### src/rtl/ir_pulse_timer.sv
module ir_pulse_timer #(
  parameter int unsigned PRESCALE = 64,
  parameter int unsigned CNT_W    = 32,
  parameter logic [CNT_W-1:0] WRAP_AT = CNT_W'(32'h7FFFFFFE),
  parameter int unsigned SYNC_LEN = 2
) (
  input  logic             clk,
  input  logic             rst_n,
  input  logic             enable,
  input  logic             ir_in,
  input  logic [CNT_W-1:0] timeout_limit,
  output logic             rec_valid,
  output logic             rec_level,
  output logic [CNT_W-1:0] rec_duration,
  output logic             timeout_pulse
);

  localparam int unsigned PRE_W = (PRESCALE > 1) ? $clog2(PRESCALE) : 1;
  localparam logic [PRE_W-1:0] PRE_LAST = PRE_W'(PRESCALE - 1);

  logic [SYNC_LEN-1:0] sync_q;
  logic                line_d;
  logic [PRE_W-1:0]    pre;
  logic [CNT_W-1:0]    cnt;
  logic [CNT_W-1:0]    fall_cap;
  logic                armed;

  wire line     = sync_q[SYNC_LEN-1];
  wire rise     = enable & line & ~line_d;
  wire fall     = enable & ~line & line_d;
  wire tick     = (pre == PRE_LAST);
  wire [CNT_W-1:0] cnt_next = (cnt == WRAP_AT) ? '0 : cnt + 1'b1;
  wire idle_hit = armed & line & (cnt == timeout_limit);

  always_ff @(posedge clk or negedge rst_n) begin
    if (!rst_n) begin
      sync_q        <= '1;
      line_d        <= 1'b1;
      pre           <= '0;
      cnt           <= '0;
      fall_cap      <= '0;
      armed         <= 1'b1;
      rec_valid     <= 1'b0;
      rec_level     <= 1'b0;
      rec_duration  <= '0;
      timeout_pulse <= 1'b0;
    end else begin
      sync_q        <= {sync_q[SYNC_LEN-2:0], ir_in};
      line_d        <= line;
      rec_valid     <= 1'b0;
      timeout_pulse <= 1'b0;
      if (!enable) begin
        pre      <= '0;
        cnt      <= '0;
        fall_cap <= '0;
        armed    <= 1'b1;
      end else if (rise) begin
        rec_valid    <= 1'b1;
        rec_level    <= 1'b1;
        rec_duration <= cnt - fall_cap;
        pre          <= '0;
        cnt          <= '0;
        armed        <= 1'b1;
      end else begin
        pre <= tick ? '0 : pre + 1'b1;
        if (tick) cnt <= cnt_next;
        if (fall) begin
          rec_valid    <= 1'b1;
          rec_level    <= 1'b0;
          rec_duration <= cnt;
          fall_cap     <= cnt;
          armed        <= 1'b1;
        end else if (idle_hit) begin
          timeout_pulse <= 1'b1;
          armed         <= 1'b0;
        end
      end
    end
  end


  level_matches_line_chk: assert property (@(posedge clk) disable iff (!rst_n)
    rec_valid |-> (rec_level == line_d));


  count_in_range_chk: assert property (@(posedge clk) disable iff (!rst_n)
    cnt <= WRAP_AT);


  timeout_single_chk: assert property (@(posedge clk) disable iff (!rst_n)
    timeout_pulse |=> !timeout_pulse);


  timeout_only_idle_chk: assert property (@(posedge clk) disable iff (!rst_n)
    timeout_pulse |-> line_d);


  edge_beats_timeout_chk: assert property (@(posedge clk) disable iff (!rst_n)
    !(rec_valid && timeout_pulse));


  disabled_quiet_chk: assert property (@(posedge clk) disable iff (!rst_n)
    !enable |=> (!rec_valid && !timeout_pulse && cnt == '0 && fall_cap == '0));

endmodule

### config.mk
export PLATFORM = sky130hd
export DESIGN_NAME = ir_pulse_timer
export DESIGN_NICKNAME = d
export VERILOG_FILES = /design/src/rtl/ir_pulse_timer.sv
export SDC_FILE = /design/constraint.sdc
export NUM_CORES = 1
export LEC_CHECK = 0
export CAP_MARGIN = 15
export CORE_ASPECT_RATIO = 1.2
export CORE_UTILIZATION = 35
export CTS_CLUSTER_DIAMETER = 100
export CTS_CLUSTER_SIZE = 20
export DETAILED_ROUTE_END_ITERATION = 8
export PLACE_DENSITY_LB_ADDON = 0.08
export SYNTH_ARGS = -nofsm -noshare
export SYNTH_HDL_FRONTEND = slang
export SYNTH_SLANG_ARGS = --single-unit
export TNS_END_PERCENT = 100
### constraint.sdc
create_clock -name clk -period 3.8 [get_ports clk]
set_input_delay 0.76 -clock clk [delete_from_list [all_inputs] [get_ports clk]]
set_output_delay 0.76 -clock clk [all_outputs]
set_load 0.01 [all_outputs]
After elaboration in Yosys (flattened, before gate mapping):

Index checks and enable logic that the tools add are counted.

* add/sub/neg operators: 3
* $mul: 0
* div/mod/pow operators: 0
* order comparisons: 0
* equality and inequality tests: 7
* shift-type cells: 0
* multiplexer cells: 24
* bitwise operators: 8
* reductions and logical operators: 3

Operator list (number)
* $mux W32: 8
* $add A32 B1 Y32 const B: 1
* $eq A32 B31 Y1 const B: 1
* $eq A32 B32 Y1: 1
* $sub A32 B32 Y32: 1
* $mux W6: 3
* $mux W1: 13
* $add A6 B1 Y6 const B: 1
* $and A1 B1 Y1: 6
* $eq A6 B6 Y1 const B: 1
* $ne A4 B1 Y1 const B: 1
* $reduce_and A2 Y1: 2
* $ne A3 B1 Y1 const B: 1
* $ne A2 B1 Y1 const B: 1
* $ne A2 B2 Y1 const B: 1
* $not A1 Y1: 2
* $reduce_bool A2 Y1: 1

* bits in registers: 109
* bits in latches: 0
* RAM bits: 0
* bits in read-only memories: 0
* bits of input ports: 36
* output and inout port bits: 35
* logic and storage cells: 55
* memories kept: 0

Depth between registers and ports, before layout:

Gate-level depths: netlist of the first run.

* word-level depth: 6
* depth in mapped cells: 11
* gate-level depth less buffers: 10

Worst setup path after synthesis of the first run:

OpenSTA, ideal clock, no wires.

* path kind: flip-flop to flip-flop
* start point: register cnt[0]
* end point: register rec_duration[30]
* library setup time: 126 ps
* arrival time: 2514 ps
* data required time: 3674 ps
* slack: 1160 ps
* stages on the path, launching flop included: 12
* path buffers: 1
* clock period less this slack: 2640 ps
* path through: dfrtp_1 clkbuf_1 inv_1 ha_1 fa_1 nor2b_1 o31ai_2 a211oi_2 nor4_1 or2_1 o21a_1 o311a_1

* longest elaborated chain between the ends: 2

Ends and longest elaborated chain
* start: declaration: line 24 `logic [CNT_W-1:0] cnt;`
* start signal: assignment: line 66 `if (tick) cnt <= cnt_next;`
* $sub A32 B32 Y32: line 60 `rec_duration <= cnt - fall_cap;`
* $mux W32: line 57 `end else if (rise) begin`
* end signal: assignment: line 60
* end signal: assignment: line 70 `rec_duration <= cnt;`
* end: declaration: line 14 `output logic [CNT_W-1:0] rec_duration,`

Every way passes these cells.
A chain may end at the register's enable or synchronous reset.

Final worst setup path of the first run:

Same ends and word-level chain as after synthesis.

==> results of run 1 <==
## cells in the final DEF, fill, tap and decap left out, types with 3 or more instances in the layout
master,instances
buf_4,21
nand3_1,21
inv_1,38
nor3_1,15
a22o_1,19
nor2b_1,5
a211oi_1,3
xnor2_1,43
clkdlybuf4s50_1,69
a21oi_1,40
nand4_1,21
a31oi_1,7
o22ai_1,4
nand2_1,109
dfstp_2,4
o21ai_0,21
nand2b_1,9
and4_1,5
nor4_1,7
mux2i_1,5
o21ai_1,21
a21o_1,9
nor2_1,57
ha_1,34
or3_1,9
o21bai_1,3
o31a_1,4
clkbuf_16,9
o211ai_1,10
and2_1,4
dfrtp_1,105
xor2_1,40
o21a_1,8
and3_1,19
a22oi_1,16
## cells by family after synthesis
family,Yosys count
muxes,5
buffers and inverters,80
DFF,109
adders and majority gates,35
xor gates and xnor gates,83
and+or+nand+nor,297
AOI/OAI and AO/OA,188
## worst max-delay path: cells and delay by family (launching register included)
| family | cells | cell delay, ps |
|---|---|---|
| flops | 1 | 500 |
| compound gates | 4 | 920 |
| simple gates | 3 | 720 |
| buf+inv | 1 | 110 |
| fa+ha+maj | 2 | 650 |
## worst paths after layout
kind	start	endpoint	slack (ps)
min in group asynchronous	rst_n	rec_duration[29]$_DFFE_PN0P_	450
min	sync_q[0]$_DFF_PN1_	sync_q[1]$_DFF_PN1_	360
min reg2reg	sync_q[0]$_DFF_PN1_	sync_q[1]$_DFF_PN1_	360
max	cnt[0]$_DFFE_PN0P_	rec_duration[30]$_DFFE_PN0P_	790
max in group asynchronous	rst_n	fall_cap[3]$_DFFE_PN0P_	2510
max reg2reg	cnt[0]$_DFFE_PN0P_	rec_duration[30]$_DFFE_PN0P_	790
## layer usage
metal | global-route usage, % | part of all wire [%] | up-vias
li1 | - | - | 2926
met1 | 28.77 | 43 | 3002
met2 | 40.63 | 49 | 193
met3 | 2.899 | 4.3 | 37
met4 | 11.99 | 3.5 | 0
met5 | 0 | 0 | -
## layout make-up
cell class              instances  area, µm²  area share [%]
well taps                     261      326.6           3.928
multi-input cells             608       3959           47.62
flip-flops and latches        109       2733           32.87
inverters                      38      142.6           1.716
clock buffers                   9      225.2           2.709
repair buffers                 91      868.3           10.45
clock inverters                 7      58.81          0.7074
## state kept, by name, indices dropped and copies added, names as in the netlist
register,count
rec_valid,1
fall_cap,32
pre,6
line_d,1
sync_q,2
cnt,32
armed,1
timeout_pulse,1
rec_duration,32
rec_level,1
## stage by stage
step | util [%] | total power (µW) | instance area [µm²] | worst slack, ps
6_report | 42.52 | 2360 | 8313 | 794.3
3_3_place_gp | 41.07 | 1437 | 8029 | 688.8
3_5_place_dp | 41.07 | 1437 | 8029 | 631.3
2_1_floorplan | - | 1293 | 7007 | 1160
4_1_cts | 42.52 | 2392 | 8313 | 806.3
5_1_grt | 42.52 | 2452 | 8313 | 652.4
## power by group
group / switching, µW / internal [µW] / total [µW]
sequential: 15.7 / 1180 / 1190
clock: 493 / 457 / 950
combinational: 125 / 91.9 / 217
==> out/qor.csv, run 1 <==
metric,value,unit
routed wire length per instance,20.58,µm
Post-Synth XOR/XNOR Area,10.38,%
DIE HEIGHT,157.0,µm
Ports,71,
Setup Buffers After CTS,0,
commonest cells in the netlist,"109 x nand2_1, 105 x dfrtp_1, 58 x nor2_1, 43 x xnor2_1",
# rows,56,
"Data required, critical path",4060,ps
main combinational cell family by area after synthesis,simple AND/OR/NAND/NOR gates,
Max Cap Viol,0,
Static Leak,0.003804,µW
Tot GR Track Use,23.46,%
CTS root buf,clkbuf_16,
initial antenna violation count,0,
crit path kind,reg -> reg,
critical path's largest stage delay,500,ps
"area leader, netlist",dfrtp_1,
CTS tree,yes,
Least-Margin Pin Slew,927.6,ps
slowest CP cell,dfrtp_1,
register area share after synthesis,39.00,%
Synth Instances,797,
hold path depth,0,
post-synthesis mux area share,0.7143,%
unrepaired setup endpoints after global routing,false,
Compound-Gate Fraction of Synth Area,18.30,%
yosys warns,0,
FMAX,332.7,MHz
Relative slew margins,38.16,%
crit path DAT,3260,ps
"Clk pin slew, worst setup/hold paths",80,ps
hold_buf cts,0,
"EDFF count, synth",0,
Clock Skews,8.565,ps
"Async S/R FF share, synth",100.0,%
clk buf depth,2,
remaining global-route overflow,0,
Die X,131.2,µm
DP HPWL,17370,µm
Worst R2R Path Depth,10,
Mapped Nets,868,
ys flop type,dfrtp_1,
Hold Path Class,reg -> reg,
clock tree sinks,109,
CTS Buf Count,9,
Vias/cell,5.484,
final hold vios,0,
first-pass GRT wire length,36460,µm
core area,19550,µm²
routability cong.,0.8863,
post-synthesis simple-gate area fraction,20.64,%
Pwr Density,283.9,nW/µm²
# nets final,928,
initial core utilization,35.84,%
crit path cell chain,"inv_1, ha_1, fa_1, nor2b_1, o31ai_2, a211oi_2, nor4_1, or2_1, o21a_1, o311a_1",
number of distinct library cells after synthesis,66,
number of gates resized after CTS,0,
status,finished clean,
Crit Path Max Fanout,8,
"Cell Area, Synth",7007,µm²
top-count cell post-synth,nand2_1,
H-tree lvl count,3,
post-synth top area share,37.50,%
Startpoint Class,flop,
non-filler instance count after layout,1123,
setup tns final,0,ps
synthesized flop and latch total,109,
total number of vias,6158,
Area Growth Syn to Fin,18.64,%
Residual DRC,0,
Skew-Pair Late Insertion Delay,360,ps
# fillers,1979,
share of cells above drive strength 1,7.193,%
Max Slew Vio Count,0,
dpl cells,1107,
ANT cells,0,
DRT Pass-1 Iters,5,
final wirelength,23120,µm
Mean Syn Cell Area,8.791,µm²
DR iter-0 viols,396,
hold_ws,359.3,ps
Area contributors post-synth,"dfrtp_1 38%, ha_1 6.1%, nand2_1 5.8%, xnor2_1 5.4%, xor2_1 5.0%",
largest net degree at the start of global routing,64,
die footprint,20590,µm²
Final period util,79.10,%
PortBufs,70,
Post-Synth Adder-Cell Area,6.357,%
Setup-failing EPs final,0,
vias in the first global route,6356,
clock period minus worst slack,3006,ps
DRT antenna net count,0,
CP Capture Type,flop,
peak supply drop,0.2008,mV
No activity file was read; power rests on OpenSTA's default activity.
==> inputs of run 2 (changes only) <==
==> constraint.sdc (replaced) <==
create_clock -name clk -period 2.9 [get_ports clk]
set_input_delay 0.58 -clock clk [delete_from_list [all_inputs] [get_ports clk]]
set_output_delay 0.58 -clock clk [all_outputs]
set_load 0.01 [all_outputs]
==> run 2 against run 1 <==
  * Setup slack worse by 630 ps
  * Hold slack worse by 98 ps
  * Design area is 2.3% higher
  * Critical endpoint unchanged
  * Maximum frequency is 10% higher
  * Clock skew is 1.5 ps higher
  * Count of clock-buffer cells in the layout is 1 higher
  * Core utilization is 0.97 points higher
  * Sequential power is 31% higher
==> out/qor.csv, run 2 (synthesis results as in run 1) <==
metric,value,unit,change
status,finished clean,,unchanged
largest delay contributor family on the critical path,compound AO/OA/AOI/OAI gates,,unchanged
CTS root buf,clkbuf_16,,unchanged
DP HPWL,16840,µm,was 17370 µm
Pwr Density,363.6,nW/µm²,was 283.9 nW/µm²
dpl cells,1126,,was 1107
final hold vios,0,,unchanged
vias in the first global route,6177,,was 6356
fin util,43.49,%,was 42.52%
unrepaired setup endpoints after global routing,false,,unchanged
final wirelength,22320,µm,was 23120 µm
# rows,56,,unchanged
Ports,71,,unchanged
Final period util,94.23,%,was 79.10%
# nets final,947,,was 928
Startpoint Class,flop,,unchanged
non-filler instance count after layout,1142,,was 1123
die footprint,20590,µm²,unchanged
crit path cell chain,"inv_1, fa_1, nor2b_1, o31ai_2, a211oi_2, nor4_1, or2_1, o21a_1, o311a_1",,"was inv_1, ha_1, fa_1, nor2b_1, o31ai_2, a211oi_2, nor4_1, or2_1, o21a_1, o311a_1"
Hold Path Class,in -> async,,was reg -> reg
PortBufs,70,,unchanged
number of gates resized after CTS,0,,unchanged
Setup Buffers After CTS,0,,unchanged
clock tree sinks,109,,unchanged
first-pass GRT wire length,34960,µm,was 36460 µm
total number of vias,6159,,was 6158
CTS tree,yes,,unchanged
Final WS setup,167.4,ps,was 794.3 ps
DR iter-0 viols,359,,was 396
Setup-failing EPs final,0,,unchanged
DIE HEIGHT,157.0,µm,unchanged
CTS Buf Count,9,,unchanged
Vias/cell,5.393,,was 5.484
core area,19550,µm²,unchanged
Tot Pwr,3091,µW,was 2360 µW
clk buf depth,2,,unchanged
Place WS,81.56,ps,was 631.3 ps
hold_buf cts,0,,unchanged
Relative slew margins,55.89,%,was 38.16%
crit path DAT,2990,ps,was 3260 ps
DRT antenna net count,0,,unchanged
Die X,131.2,µm,unchanged
critical path's largest stage delay,510,ps,was 500 ps
Static Leak,0.003919,µW,was 0.003804 µW
"commonest non-fill, non-tap cell in the layout",nand2_1,,unchanged
largest net degree at the start of global routing,110,,was 64
"commonest non-fill, non-tap cells in the layout","109 x nand2_1, 105 x dfrtp_1, 69 x clkdlybuf4s50_1, 57 x nor2_1, 43 x xnor2_1",,unchanged
Crit path buffers/inverters,1,,unchanged
initial antenna violation count,0,,unchanged
routability cong.,0.8852,,was 0.8863
clock period minus worst slack,2733,ps,was 3006 ps
share of cells above drive strength 1,9.081,%,was 7.193%
peak supply drop,0.2915,mV,was 0.2008 mV
setup tns final,0,ps,unchanged
Tot GR Track Use,22.42,%,was 23.46%
"Clk pin slew, worst setup/hold paths",80,ps,about the same
Max Slew Vio Count,0,,unchanged
remaining global-route overflow,0,,unchanged
slowest CP cell,dfrtp_1,,unchanged
Skew-Pair Late Insertion Delay,370,ps,was 360 ps
FMAX,366.0,MHz,was 332.7 MHz
Area Growth Syn to Fin,21.34,%,was 18.64%
biggest regs,"cnt x32, fall_cap x32, rec_duration x32",,unchanged
Least-Margin Pin Slew,661.6,ps,was 927.6 ps
CP Capture Type,flop,,unchanged
DRT Pass-1 Iters,4,,was 5
"Data required, critical path",3150,ps,was 4060 ps
crit path kind,reg -> reg,,unchanged
Clock Skews,10.11,ps,was 8.565 ps
Residual DRC,0,,unchanged
routed wire length per instance,19.54,µm,was 20.58 µm
Max Cap Viol,0,,unchanged
ANT cells,0,,unchanged
Crit Path Max Fanout,8,,unchanged
H-tree lvl count,3,,unchanged
initial core utilization,35.84,%,unchanged
## run 2: layout make-up
| cell class | instances | area [µm²] |
|---|---|---|
| repair buffers | 110 | 1061 |
| inverters | 38 | 142.6 |
| multi-input cells | 608 | 3959 |
| clock inverters | 6 | 51.30 |
| flip-flops and latches | 109 | 2733 |
| well taps | 261 | 326.6 |
| fillers | 1943 | 11050 |
| clock buffers | 10 | 229.0 |
## run 2: routing by layer
metal / vias up / wire length (µm) / track usage [%]
met4: 0 / 588 / 9.300
met2: 135 / 11190 / 40.12
met5: - / 0 / 0
met3: 33 / 745 / 2.448
met1: 3017 / 9796 / 27.43
li1: 2974 / - / -
## run 2: power by group
group	internal (µW)	switching (µW)
clock	601	635
sequential	1540	17.6
combinational	132	162
total	2280	814
## run 2: through the flow
step | area, µm² | hold WS, ps
floorplan | 7007 | 284.4
global placement | 8222 | 347.7
detailed placement | 8222 | 352.6
CTS | 8502 | 326.3
global route | 8502 | 302.5
finish | 8502 | 260.8
## run 2: path summary, 6_finish.rpt
kind                                      from                           end  slack, ps  cells past startpoint
max in group asynchronous                rst_n   rec_duration[6]$_DFFE_PN0P_       2100                      2
min in group clk           sync_q[0]$_DFF_PN1_           sync_q[1]$_DFF_PN1_        360                      0
min reg2reg                sync_q[0]$_DFF_PN1_           sync_q[1]$_DFF_PN1_        360                      0
max reg2reg                 cnt[1]$_DFFE_PN0P_  rec_duration[30]$_DFFE_PN0P_        170                      9
max                         cnt[1]$_DFFE_PN0P_  rec_duration[30]$_DFFE_PN0P_        170                      9
min                                      rst_n      fall_cap[22]$_DFFE_PN0P_        260                      2
## run 2: worst reg2reg max path, cell delays in order (launching register included)
cell	delay [ps]
dfrtp_1	510
inv_1	130
fa_1	480
nor2b_1	240
o31ai_2	110
a211oi_2	270
nor4_1	130
or2_1	270
o21a_1	170
o311a_1	320
==> inputs of run 3 (changes only) <==
--- a/config.mk
+++ b/config.mk
@@ -6,7 +6,6 @@
 export NUM_CORES = 1
 export LEC_CHECK = 0
 export CAP_MARGIN = 15
-export CORE_ASPECT_RATIO = 1.2
 export CORE_UTILIZATION = 35
 export CTS_CLUSTER_DIAMETER = 100
 export CTS_CLUSTER_SIZE = 20
==> run 3 against run 2 <==
  * Sequential power about the same
  * Non-clock buffer count rose by 8
  * Global-route usage up 1.1 points
  * Routed wire length grew 1.8%
  * Setup slack gained 15 ps
  * First-iteration DRC count grew 21%
  * Count of clock-buffer cells in the layout is 2 higher
  * Highest routed layer unchanged
  * Die area is essentially flat
  * Maximum frequency grew 0.55%
  * Total power is 1.5% higher
  * Via count up 0.58%
==> out/qor.csv, run 3 (synthesis results as in run 1) <==
metric,value,unit,change
status,finished clean,,unchanged
"Design Area, Final",8563,µm²,was 8502 µm²
worst reg2reg endpoint,rec_duration[20]$_DFFE_PN0P_,,was rec_duration[30]$_DFFE_PN0P_
slowest CP cell,dfrtp_1,,unchanged
routed wl met2,10240,µm,was 11190 µm
CTS root buf,clkbuf_16,,unchanged
Top Metal Used,met4,,unchanged
peak supply drop,0.2572,mV,was 0.2915 mV
Static Leak,0.003952,µW,was 0.003919 µW
DRT antenna net count,0,,unchanged
ANT cells,0,,unchanged
final hold vios,0,,unchanged
Max Slew Vio Count,0,,unchanged
largest net degree at the start of global routing,43,,was 110
routed wire length per instance,19.68,µm,was 19.54 µm
CTS tree,yes,,unchanged
DR iter-0 viols,435,,was 359
FMAX,368.0,MHz,was 366.0 MHz
Pwr Density,366.5,nW/µm²,was 363.6 nW/µm²
"commonest non-fill, non-tap cell in the layout",nand2_1,,unchanged
# fillers,1997,,was 1943
first-pass GRT wire length,35820,µm,was 34960 µm
Met3 Routed Length,946,µm,was 745 µm
# rows,51,,was 56
Crit Path Max Fanout,8,,unchanged
"commonest non-fill, non-tap cells in the layout","109 x nand2_1, 105 x dfrtp_1, 69 x clkdlybuf4s50_1, 57 x nor2_1, 45 x buf_4",,"was 109 x nand2_1, 105 x dfrtp_1, 69 x clkdlybuf4s50_1, 57 x nor2_1, 43 x xnor2_1"
share of cells above drive strength 1,9.786,%,was 9.081%
initial antenna violation count,1,,was 0
"Data required, critical path",3160,ps,was 3150 ps
Final period util,93.71,%,was 94.23%
Post-Route M1 WL,11260,µm,was 9796 µm
DP HPWL,16850,µm,was 16840 µm
Setup-failing EPs final,0,,unchanged
H-tree lvl count,3,,unchanged
Skew-Pair Late Insertion Delay,360,ps,was 370 ps
setup tns final,0,ps,unchanged
routability cong.,0.8677,,was 0.8852
Relative slew margins,46.73,%,was 55.89%
vias in the first global route,6202,,was 6177
non-filler instance count after layout,1154,,was 1142
Worst R2R Path Depth,8,,was 9
Setup Buffers After CTS,0,,unchanged
total number of vias,6195,,was 6159
biggest regs,"cnt x32, fall_cap x32, rec_duration x32",,unchanged
DIE HEIGHT,143.5,µm,was 157.0 µm
Tot GR Track Use,23.47,%,was 22.42%
Hold Path Class,in -> async,,unchanged
# nets final,955,,was 947
Ports,71,,unchanged
die footprint,20590,µm²,about the same
clk buf depth,2,,unchanged
crit path kind,reg -> reg,,unchanged
initial core utilization,35.88,%,was 35.84%
clock period minus worst slack,2718,ps,was 2733 ps
Area Growth Syn to Fin,22.21,%,was 21.34%
crit path cell chain,"ha_1, nor2b_2, o31ai_2, a21oi_1, nor4_2, nor3_1, or3_1, a31o_1",,"was inv_1, fa_1, nor2b_1, o31ai_2, a211oi_2, nor4_1, or2_1, o21a_1, o311a_1"
Clock Skews,8.118,ps,was 10.11 ps
Vias/cell,5.368,,was 5.393
CTS Buf Count,9,,unchanged
"Clk pin slew, worst setup/hold paths",70,ps,was 80 ps
Max Cap Viol,0,,unchanged
internal reg-to-reg setup slack,180,ps,was 170 ps
remaining global-route overflow,0,,unchanged
crit path DAT,2970,ps,was 2990 ps
r2r startpoint,cnt[2]$_DFFE_PN0P_,,was cnt[1]$_DFFE_PN0P_
Placed Area,8274,µm²,was 8222 µm²
dpl cells,1138,,was 1126
Die X,143.5,µm,was 131.2 µm
CP Capture Type,flop,,unchanged
Residual DRC,0,,unchanged
Tot Pwr,3138,µW,was 3091 µW
PortBufs,70,,unchanged
core area,19530,µm²,was 19550 µm²
critical path's largest stage delay,480,ps,was 510 ps
unrepaired setup endpoints after global routing,false,,unchanged
clock tree sinks,109,,unchanged
final wirelength,22710,µm,was 22320 µm
Least-Margin Pin Slew,791.7,ps,was 661.6 ps
DRT Pass-1 Iters,5,,was 4
Startpoint Class,flop,,unchanged
==> run 3: cell types whose count changed in the layout (fill, tap and decap cells not counted), sizes merged <==
cell	before	now
buf	41	49
clkinvlp	0	2
inv	42	38
bufinv	0	1
clkinv	2	1
clkbuf	10	12
==> run 3: worst max-delay path: cells and delay by family, from the launching register on <==
family | cells | cell delay [ps]
flip-flops | 1 | 480
AO/OA/AOI/OAI | 3 | 650
AND/OR/NAND/NOR | 4 | 1110
adder cells (fa/ha/maj) | 1 | 380
==> run 3: routing by layer <==
metal,vias to the layer above,global-route usage (%)
li1,2990,-
met1,3037,33.91
met2,146,36.38
met3,22,3.532
met4,0,6.103
met5,-,0
==> run 3: final cells by class <==
class                   instances  area, µm²  share of cell area (%)
multi-input cells             608       3961                   46.26
flip-flops and latches        109       2733                   31.91
repair buffers                118       1109                   12.95
well taps                     265      331.6                   3.872
clock buffers                  12      236.5                   2.762
inverters                      38      142.6                   1.666
clock inverters                 4      50.05                  0.5845
==> run 3: how the worst max path moves through the flow <==
stage	from	slack, ps	cells after the start	end
finish	cnt[2]$_DFFE_PN0P_	180	8	rec_duration[20]$_DFFE_PN0P_
global route	cnt[0]$_DFFE_PN0P_	40	10	rec_duration[30]$_DFFE_PN0P_
CTS	cnt[0]$_DFFE_PN0P_	150	10	rec_duration[30]$_DFFE_PN0P_
detailed placement	cnt[0]$_DFFE_PN0P_	170	10	rec_duration[30]$_DFFE_PN0P_
global placement	cnt[0]$_DFFE_PN0P_	210	10	rec_duration[30]$_DFFE_PN0P_
floorplan	cnt[0]$_DFFE_PN0P_	260	11	rec_duration[30]$_DFFE_PN0P_
==> run 3: metrics by stage <==
step,worst slack (ps),hold slack [ps],util [%]
after floorplan,259.7,284.4,-
after global placement,207.3,353.6,42.37
after detailed placement,172.8,350.6,42.37
after CTS,151.3,123.8,43.84
after global routing,43.01,124.9,43.85
final,182.5,112.7,43.85
==> run 3: repair_timing <==
item / in CTS / in global routing
gates resized for setup: 0 / 1
endpoints found under the setup margin: 0 / 1
hold buffers: 0 / 0
endpoints found under the hold margin: 0 / 0
==> run 3: power breakdown <==
group	internal [µW]	switching (µW)	leakage, µW
logic	132	167	0.00233
clock network	672	605	0.000133
registers	1540	17.8	0.00149
total	2350	790	0.00395
